## src/rtl/mbc_pkg.sv

```systemverilog
package mbc_pkg;
    parameter int ADDR_W = 20;
    parameter int DATA_W = 16;
    parameter int IO_W   = 16;
    parameter int LANE_W = 8;
    localparam int LANES = DATA_W / LANE_W;

    typedef enum logic [2:0] {
        PH_IDLE, PH_T1, PH_T2, PH_T3, PH_TW, PH_T4
    } phase_e;

    typedef struct packed {
        logic [ADDR_W-1:0] addr;
        logic              io;
        logic              write;
        logic              word;
        logic [DATA_W-1:0] wdata;
    } bus_req_t;

    function automatic logic [LANES-1:0] lane_enables(input logic a0, input logic word);
        logic [LANES-1:0] e;
        if (word) e = '1;
        else      e = a0 ? LANES'(2'b10) : LANES'(2'b01);
        return e;
    endfunction

    function automatic logic misaligned(input logic a0, input logic word);
        return word & a0;
    endfunction

    function automatic logic strobe_phase(input phase_e p);
        return (p == PH_T2) || (p == PH_T3) || (p == PH_TW);
    endfunction
endpackage

```

## src/rtl/mbc_seq.sv

```systemverilog
module mbc_seq
    import mbc_pkg::*;
(
    input  logic   clk,
    input  logic   rst,
    input  logic   start,
    input  logic   ready,
    output phase_e phase,
    output logic   capture
);
    always_ff @(posedge clk) begin
        if (rst) begin
            phase <= PH_IDLE;
        end else begin
            case (phase)
                PH_IDLE: if (start) phase <= PH_T1;
                PH_T1:   phase <= PH_T2;
                PH_T2:   phase <= PH_T3;
                PH_T3,
                PH_TW:   phase <= ready ? PH_T4 : PH_TW;
                PH_T4:   phase <= PH_IDLE;
                default: phase <= PH_IDLE;
            endcase
        end
    end

    assign capture = ((phase == PH_T3) || (phase == PH_TW)) && ready;
endmodule

```

## src/rtl/mbc_lanes.sv

```systemverilog
module mbc_lanes
    import mbc_pkg::*;
(
    input  bus_req_t           req,
    input  phase_e             phase,
    input  logic [DATA_W-1:0]  ad_in,
    output logic [ADDR_W-1:0]  ad_out,
    output logic               ad_oe,
    output logic [LANES-1:0]   be,
    output logic [DATA_W-1:0]  rd_data
);
    logic [DATA_W-1:0] wr_lanes;
    logic [ADDR_W-1:0] addr_drive;

    for (genvar i = 0; i < LANES; i++) begin : g_lane
        assign wr_lanes[i*LANE_W +: LANE_W] =
            req.word ? req.wdata[i*LANE_W +: LANE_W] : req.wdata[LANE_W-1:0];
    end

    assign addr_drive = req.io ? {{(ADDR_W-IO_W){1'b0}}, req.addr[IO_W-1:0]} : req.addr;

    always_comb begin
        ad_out = '0;
        ad_oe  = 1'b0;
        if (phase == PH_T1) begin
            ad_out = addr_drive;
            ad_oe  = 1'b1;
        end else if (req.write && strobe_phase(phase)) begin
            ad_out = {{(ADDR_W-DATA_W){1'b0}}, wr_lanes};
            ad_oe  = 1'b1;
        end
    end

    assign be = (phase == PH_IDLE) ? '0 : lane_enables(req.addr[0], req.word);

    always_comb begin
        if (req.word)
            rd_data = ad_in;
        else if (req.addr[0])
            rd_data = {{(DATA_W-LANE_W){1'b0}}, ad_in[DATA_W-1 -: LANE_W]};
        else
            rd_data = {{(DATA_W-LANE_W){1'b0}}, ad_in[LANE_W-1:0]};
    end
endmodule

```

## src/rtl/mux_bus_ctrl.sv

```systemverilog
module mux_bus_ctrl
    import mbc_pkg::*;
(
    input  logic              clk,
    input  logic              rst,
    input  logic              req_valid,
    input  logic [19:0]       req_addr,
    input  logic              req_io,
    input  logic              req_write,
    input  logic              req_word,
    input  logic [15:0]       req_wdata,
    output logic              req_ack,
    output logic              req_err,
    output logic [15:0]       rsp_rdata,
    input  logic              bus_ready,
    input  logic [15:0]       ad_in,
    output logic [19:0]       ad_out,
    output logic              ad_oe,
    output logic              ale,
    output logic              rd_stb,
    output logic              wr_stb,
    output logic              mem_sel,
    output logic [1:0]        be,
    output logic              bus_idle
);
    phase_e            phase;
    logic              capture;
    logic              start;
    logic              bad;
    bus_req_t          req_q;
    logic [DATA_W-1:0] rd_data;

    assign bus_idle = (phase == PH_IDLE);
    assign bad      = misaligned(req_addr[0], req_word);
    assign start    = bus_idle && req_valid && !bad;

    always_ff @(posedge clk) begin
        if (rst) begin
            req_q     <= '0;
            req_err   <= 1'b0;
            rsp_rdata <= '0;
        end else begin
            req_err <= bus_idle && req_valid && bad;
            if (start) begin
                req_q.addr  <= req_addr;
                req_q.io    <= req_io;
                req_q.write <= req_write;
                req_q.word  <= req_word;
                req_q.wdata <= req_wdata;
            end
            if (capture && !req_q.write)
                rsp_rdata <= rd_data;
        end
    end

    mbc_seq u_seq (
        .clk     (clk),
        .rst     (rst),
        .start   (start),
        .ready   (bus_ready),
        .phase   (phase),
        .capture (capture)
    );

    mbc_lanes u_lanes (
        .req     (req_q),
        .phase   (phase),
        .ad_in   (ad_in),
        .ad_out  (ad_out),
        .ad_oe   (ad_oe),
        .be      (be),
        .rd_data (rd_data)
    );

    assign ale     = (phase == PH_T1);
    assign rd_stb  = !req_q.write && strobe_phase(phase);
    assign wr_stb  =  req_q.write && strobe_phase(phase);
    assign req_ack = (phase == PH_T4);
    assign mem_sel = !bus_idle && !req_q.io;
endmodule

```

## config.mk

```make
export PLATFORM = sky130hd
export DESIGN_NAME = mux_bus_ctrl
export DESIGN_NICKNAME = d
export VERILOG_FILES = /design/src/rtl/mbc_pkg.sv /design/src/rtl/mbc_seq.sv /design/src/rtl/mbc_lanes.sv /design/src/rtl/mux_bus_ctrl.sv
export SDC_FILE = /design/constraint.sdc
export NUM_CORES = 1
export LEC_CHECK = 0
export BUFFER_PORTS_ARGS = -buffer_cell sky130_fd_sc_hd__buf_2
export CORE_MARGIN = 2
export CORE_UTILIZATION = 51
export CTS_BUF_LIST = sky130_fd_sc_hd__clkbuf_16
export CTS_CLUSTER_SIZE = 30
export DETAILED_ROUTE_END_ITERATION = 10
export GPL_ROUTABILITY_DRIVEN = 0
export PLACE_DENSITY_LB_ADDON = 0.05
export SKIP_CTS_REPAIR_TIMING = 1
export SLEW_MARGIN = 20
export SYNTH_ARGS = -nofsm -noshare
export SYNTH_HDL_FRONTEND = slang
export SYNTH_SLANG_ARGS = --single-unit
```

## constraint.sdc

```tcl
create_clock -name clk -period 3.3 [get_ports clk]
set_clock_uncertainty 0.15 [all_clocks]
set_input_delay 0.33 -clock clk [delete_from_list [all_inputs] [get_ports clk]]
set_output_delay 0.33 -clock clk [all_outputs]
set_load 0.03 [all_outputs]
```

==> results_dict.tcl, run 1 <==
set metrics [dict create \
    grt_overflow 0 \
    grt_use_total_pct 23.97 \
    multi_input_area_sq_um 1244 \
    max_cap_viol_count 0 \
    vias 2508 \
    drc 0 \
    synthTopCellsByArea "dfxtp_1 (46%), nand2_1 (14%), a21oi_1 (9.0%)" \
    dp.cells 471 \
    numCtsBuffers 9 \
    boundaryPins 105 \
    synth-seq-cells 59 \
    seq_area_frac_synth_pct 45.98 \
    cellPowerDensity_nw_per_um2 665.4 \
    first_iter_violations 132 \
    cp_data_required_time_ns 2.82 \
    criticalPathCategory "reg2out" \
    use_met2_pct 37.13 \
    yosysWarningCount 0 \
    via_per_inst 5.150 \
    wire_per_inst_um 13.52 \
    timing.fmax_ghz 0.3769 \
    grt_max_degree 60 \
    finalPower_mw 2.261 \
    antennaDiodeCount 0 \
    setup_viol 0 \
    worst_setup_path_end_kind "output pin" \
    dpl_cell_area_sq_um 3067 \
    clkTransAtPathRegs_ns 0.05 \
    synth_area_sq_um 2569 \
    cts_tree "built" \
    die_height_um 74.97 \
    portBuffers 104 \
    p_leak_nw 1.520 \
    ir_drop_mv 0.4249 \
    worstPathArrival_ns 2.17 \
    layout-drive-gt1-share_pct 30.71 \
    fin_cells 487 \
    rows 25 \
    antenna_found_initial 0 \
    final_area_sq_um 3398 \
    slew_headroom_pct 26.31 \
    syn_inst 319 \
    drtAntennaViolNets 0 \
    fillers 430 \
    tightest_slew_ns 1.105 \
    synth.avg_cell_area_sq_um 8.052 \
    grt_pass1_wl_mm 10.14 \
    period_minus_slack_ns 2.653 \
    die-area_sq_um 5621 \
    die_w_um 74.97 \
    first_pass_iters 5 \
    clock_latency_ns 0.31 \
    synth_cell_types 32 \
    synthToLayoutAreaGrowth_pct 32.29 \
    dp_slack_ns 1.026 \
    tns_ns 0 \
    final_max_slew_viol_count 0 \
    top_usage_layer "met2" \
    grtUsageMet3_pct 5.221 \
    regArea_sq_um 1181 \
    period_share_pct 80.40 \
    wl_mm 6.582 \
    finalHoldViolations 0 \
    cts_sinks 59 \
    yosysTopAreaCell "dfxtp_1" \
    rsz0062_at_grt "false" \
    start_kind "flip-flop" \
    core_area_sq_um 4786 \
    gr-usage-met1_pct 32.41 \
    clk_path_buf_depth 2 \
    fin_nets 474 \
    whs_ns 0.09684 \
    clockRootBuffer "clkbuf_16" \
    fin_ws_ns 0.6467 \
    initial_core_util_pct 53.67 \
    grt_pass1_vias 2151 \
    htreeDepth 3 \
    holdCritPathClass "in2reg" \
    status "finished clean" \
    utilization_pct 71.01 \
    crit_fanout 11 \
    synth_top_area_share_pct 45.98 \
    dpl.hpwl_mm 4.328 \
    syn_nets 378 \
]
path summary, 6_finish.rpt:
kind                                      from             to  slack (ns)  cells after the start
worst max-delay path            u_seq.phase[2]      ad_out[7]        0.65                      5
worst min-delay path               req_addr[3]      req_q[22]         0.1                      3
worst max register to register  u_seq.phase[2]   rsp_rdata[6]        1.22                      4
worst min register to register   rsp_rdata[13]  rsp_rdata[13]        0.30                      2
synthesized netlist by cell type:
cell / number
nor2b_1: 3
nand2b_1: 1
o21ai_1: 1
mux2i_1: 16
a21oi_4: 1
nor4_1: 1
a21oi_1: 46
o21ai_0: 10
buf_4: 4
nor2_1: 18
a31oi_1: 1
a21bo_2: 1
a21oi_2: 1
nand3b_1: 1
nor3_2: 1
inv_1: 1
nor3_1: 5
or4b_4: 1
inv_2: 1
or3b_4: 1
a21boi_4: 1
clkbuf_1: 11
and2_1: 5
nor3b_1: 1
dfxtp_1: 59
nand2_1: 93
xnor2_1: 1
buf_6: 4
a211oi_1: 8
a22o_1: 8
nand3_1: 9
buf_2: 4
cell type report:
type                       count  area share [%]
multi-input combinational    235           36.60
sequential                    59           34.76
timing repair buffer         108           16.20
clock buffer                   9           6.627
clock inverter                 7           3.130
tap                           67           2.467
inverter                       2          0.2209
layout by cell type (no fill, tap or decap), drive strengths merged:
cell type  instances
o21ai             11
or3b               1
a21bo              1
xnor2              1
nor3               6
a21oi             48
buf              108
nor4               1
a22o               8
nand2             93
or4b               1
nor2              18
mux2i             16
clkbuf             9
and2               5
nand3              9
a211oi             8
nor3b              1
clkinv             4
inv                2
nand3b             1
bufinv             3
a21boi             1
nand2b             1
dfxtp             59
a31oi              1
nor2b              3
critical path, cell delays in order (launching register included):
cell and delay, ns:
dfxtp_1 0.52, nor3b_1 0.41, o21ai_1 0.30, inv_2 0.25, a22o_1 0.18, buf_2 0.20
cells by family after synthesis:
group	Yosys count	share of synthesized area [%]
buffers and inverters	25	5.601
XOR/XNOR	1	0.3410
AO/OA/AOI/OAI	78	18.51
AND/OR/NAND/NOR	140	23.33
multiplexers	16	6.235
flip-flops	59	45.98
per-layer routing:
metal	vias to the layer above	routed length [um]
met1	1152	2934
met3	8	353
met4	0	72
met2	75	3223
li1	1273	-
met5	-	0
power by group:
| group | internal, mW | leakage (nW) | total (mW) | switching [mW] |
|---|---|---|---|---|
| combinational | 0.142 | 0.877 | 0.418 | 0.276 |
| sequential | 0.772 | 0.481 | 0.815 | 0.0432 |
| clock | 0.727 | 0.162 | 1.03 | 0.301 |
registers in the layout, indices dropped and copies added, names as in the netlist:
signal,flops
req_err,1
u_seq.phase,3
rsp_rdata,16
req_q,39
(Power assumes the default switching activity.)
==> inputs of run 2 (changes only) <==
ABC_AREA = 1   (was unset)
CORE_UTILIZATION = 49   (was 51)
clock period = 2.52 ns   (was 3.3 ns; I/O delays follow)
==> run 2 against run 1 <==
Compared with the run above: synthesized cell count increased by 29%; worst hold slack got worse by 0.054 ns; clock-buffer cell count unchanged; sequential share of layout area decreased by 2.0 points; largest cell class unchanged; largest power group is now combinational logic.
==> results_dict.tcl, run 2 <==
set metrics [dict create \
    synth_area_sq_um 2868 \
    cts_sinks 59 \
    synthTopCellsByArea "dfxtp_1 (41%), nand2_1 (18%), a21oi_1 (6.6%)" \
    synth_common_cells "nand2_1 (135), dfxtp_1 (59), a21oi_1 (38)" \
    syn_nets 471 \
    slew_headroom_pct 53.82 \
    cp_slowest_stage_delay_ns 0.44 \
    numCtsBuffers 9 \
    holdCritPathClass "in2reg" \
    die_w_um 80.50 \
    grt_pass1_vias 2685 \
    synth_top_area_share_pct 41.19 \
    seq_area_frac_synth_pct 41.19 \
    clock_latency_ns 0.32 \
    wire_per_inst_um 13.10 \
    core_area_sq_um 5574 \
    grt_max_degree 40 \
    fin_nets 564 \
    period_share_pct 92.12 \
    first_pass_iters 4 \
    fin_cells 582 \
    boundaryPins 105 \
    synth_cell_types 26 \
    synthFlopType "dfxtp_1" \
    yosysTopAreaCell "dfxtp_1" \
    crit_slowest_cell "dfxtp_1" \
    layout-drive-gt1-share_pct 29.02 \
    clockRootBuffer "clkbuf_16" \
    dp_slack_ns 0.5424 \
    clk_path_buf_depth 2 \
    final_area_sq_um 3611 \
    final_max_slew_viol_count 0 \
    max_cap_viol_count 0 \
    wl_mm 7.624 \
    antennaDiodeCount 0 \
    final_common_cell "nand2_1" \
    grt_overflow 0 \
    vias 2911 \
    async_flop_share_pct 0 \
    largest_registers "req_q: 39 flops, rsp_rdata: 16 flops, u_seq.phase: 3 flops" \
    crit_fanout 12 \
    yosysWarningCount 0 \
    regMostFlops "req_q" \
    antenna_found_initial 0 \
    synth-edff-count 0 \
    worst_setup_path_end_kind "output pin" \
    die_height_um 80.50 \
    rsz0062_at_grt "false" \
    rows 27 \
    cp_data_required_time_ns 2.12 \
    period_minus_slack_ns 2.321 \
    p_leak_nw 1.804 \
    portBuffers 104 \
    die-area_sq_um 6480 \
    crit_family "simple AND/OR/NAND/NOR gates" \
    criticalPathCategory "reg2out" \
    status "finished clean" \
    post-synth-top-count-cell "nand2_1" \
    cts_tree "built" \
    timing.fmax_ghz 0.4308 \
    drc 0 \
    ir_drop_mv 0.6854 \
    fin_ws_ns 0.1986 \
    synthToLayoutAreaGrowth_pct 25.92 \
    dpl_cell_area_sq_um 3357 \
    final_cell_mix "nand2_1 (135), buf_2 (104), dfxtp_1 (59)" \
    dpl.hpwl_mm 5.203 \
    tightest_slew_ns 0.6903 \
    setup_viol 0 \
    initial_core_util_pct 51.45 \
    worstPathArrival_ns 1.92 \
    start_kind "flip-flop" \
    grt_pass1_wl_mm 12.07 \
    syn_inst 412 \
    largest_reg_flops 39 \
    via_per_inst 5.002 \
    synth-seq-cells 59 \
    utilization_pct 64.78 \
    finalHoldViolations 0 \
    htreeDepth 3 \
    tns_ns 0 \
    grt_use_total_pct 24.36 \
    synth.avg_cell_area_sq_um 6.961 \
    cellPowerDensity_nw_per_um2 996.4 \
    drtAntennaViolNets 0 \
    crit_chain "nor2_1 > nor2_1 > nor2_1 > nand2_1 > inv_1 > nand2_1 > nand2_1 > buf_2" \
    worst-path-buf-inv 2 \
    first_iter_violations 189 \
    dp.cells 566 \
    clkTransAtPathRegs_ns 0.05 \
]
[run 2: cell types whose count changed after synthesis, moves of 9 or more]
cell     delta
nand3_2    +10
nand2_1    +42
inv_1      +29
nand3_1    +26
mux2i_1    -10
nor2_1     +16
a21oi_2     +9
buf_2      +10
[run 2: stage by stage]
stage / power [mW] / hold slack, ns
2_1_floorplan: 2.293 / 0.2467
3_3_place_gp: 2.575 / 0.2995
3_5_place_dp: 2.588 / 0.3039
4_1_cts: 3.621 / 0.03593
5_1_grt: 3.822 / 0.03886
6_report: 3.598 / 0.04265
[run 2: cell families (layout without fill, tap and decap cells)]
kind of cell	after synthesis	in the layout	synth area share, %
and+or+nand+nor	226	226	34.77
AOI/OAI and AO/OA	61	61	11.95
buffers and inverters	60	158	9.991
DFF	59	59	41.19
muxes	6	6	2.094
[run 2: path summary, 6_finish.rpt]
check,startpoint,end,slack [ns],cells after the start
worst min register to register,req_q[23],req_q[23],0.31,2
worst max-delay path,u_seq.phase[1],ad_out[4],0.20,8
worst min-delay path,req_wdata[2],req_q[2],0.04,3
worst max register to register,u_seq.phase[1],req_q[5],0.83,6
[run 2: tightest hold or removal path, stage by stage]
cell and delay [ns]:
buf_2 0.10, nand3_2 0.06, a21oi_2 0.05
[run 2: cell type report]
class | instances | area [sq um]
sequential | 59 | 1181
clock buffer | 9 | 225.2
timing repair buffer | 110 | 565.5
tap | 72 | 90.09
inverter | 32 | 120.1
fill | 534 | 1963
multi-input combinational | 293 | 1400
clock inverter | 7 | 28.78
[run 2: metal layers]
metal  up-vias  GRT usage (%)  wire, um
li1       1502              -         -
met1      1313          28.81      3235
met2        85          41.50      3753
met3        11          5.730       506
met4         0          11.36       128
met5         -              0         0
[run 2: where the power goes]
group | leakage [nW] | switching, mW | internal, mW | total, mW
combinational | 1.19 | 0.952 | 0.399 | 1.35
clock | 0.138 | 0.385 | 0.641 | 1.03
sequential | 0.481 | 0.120 | 1.10 | 1.22
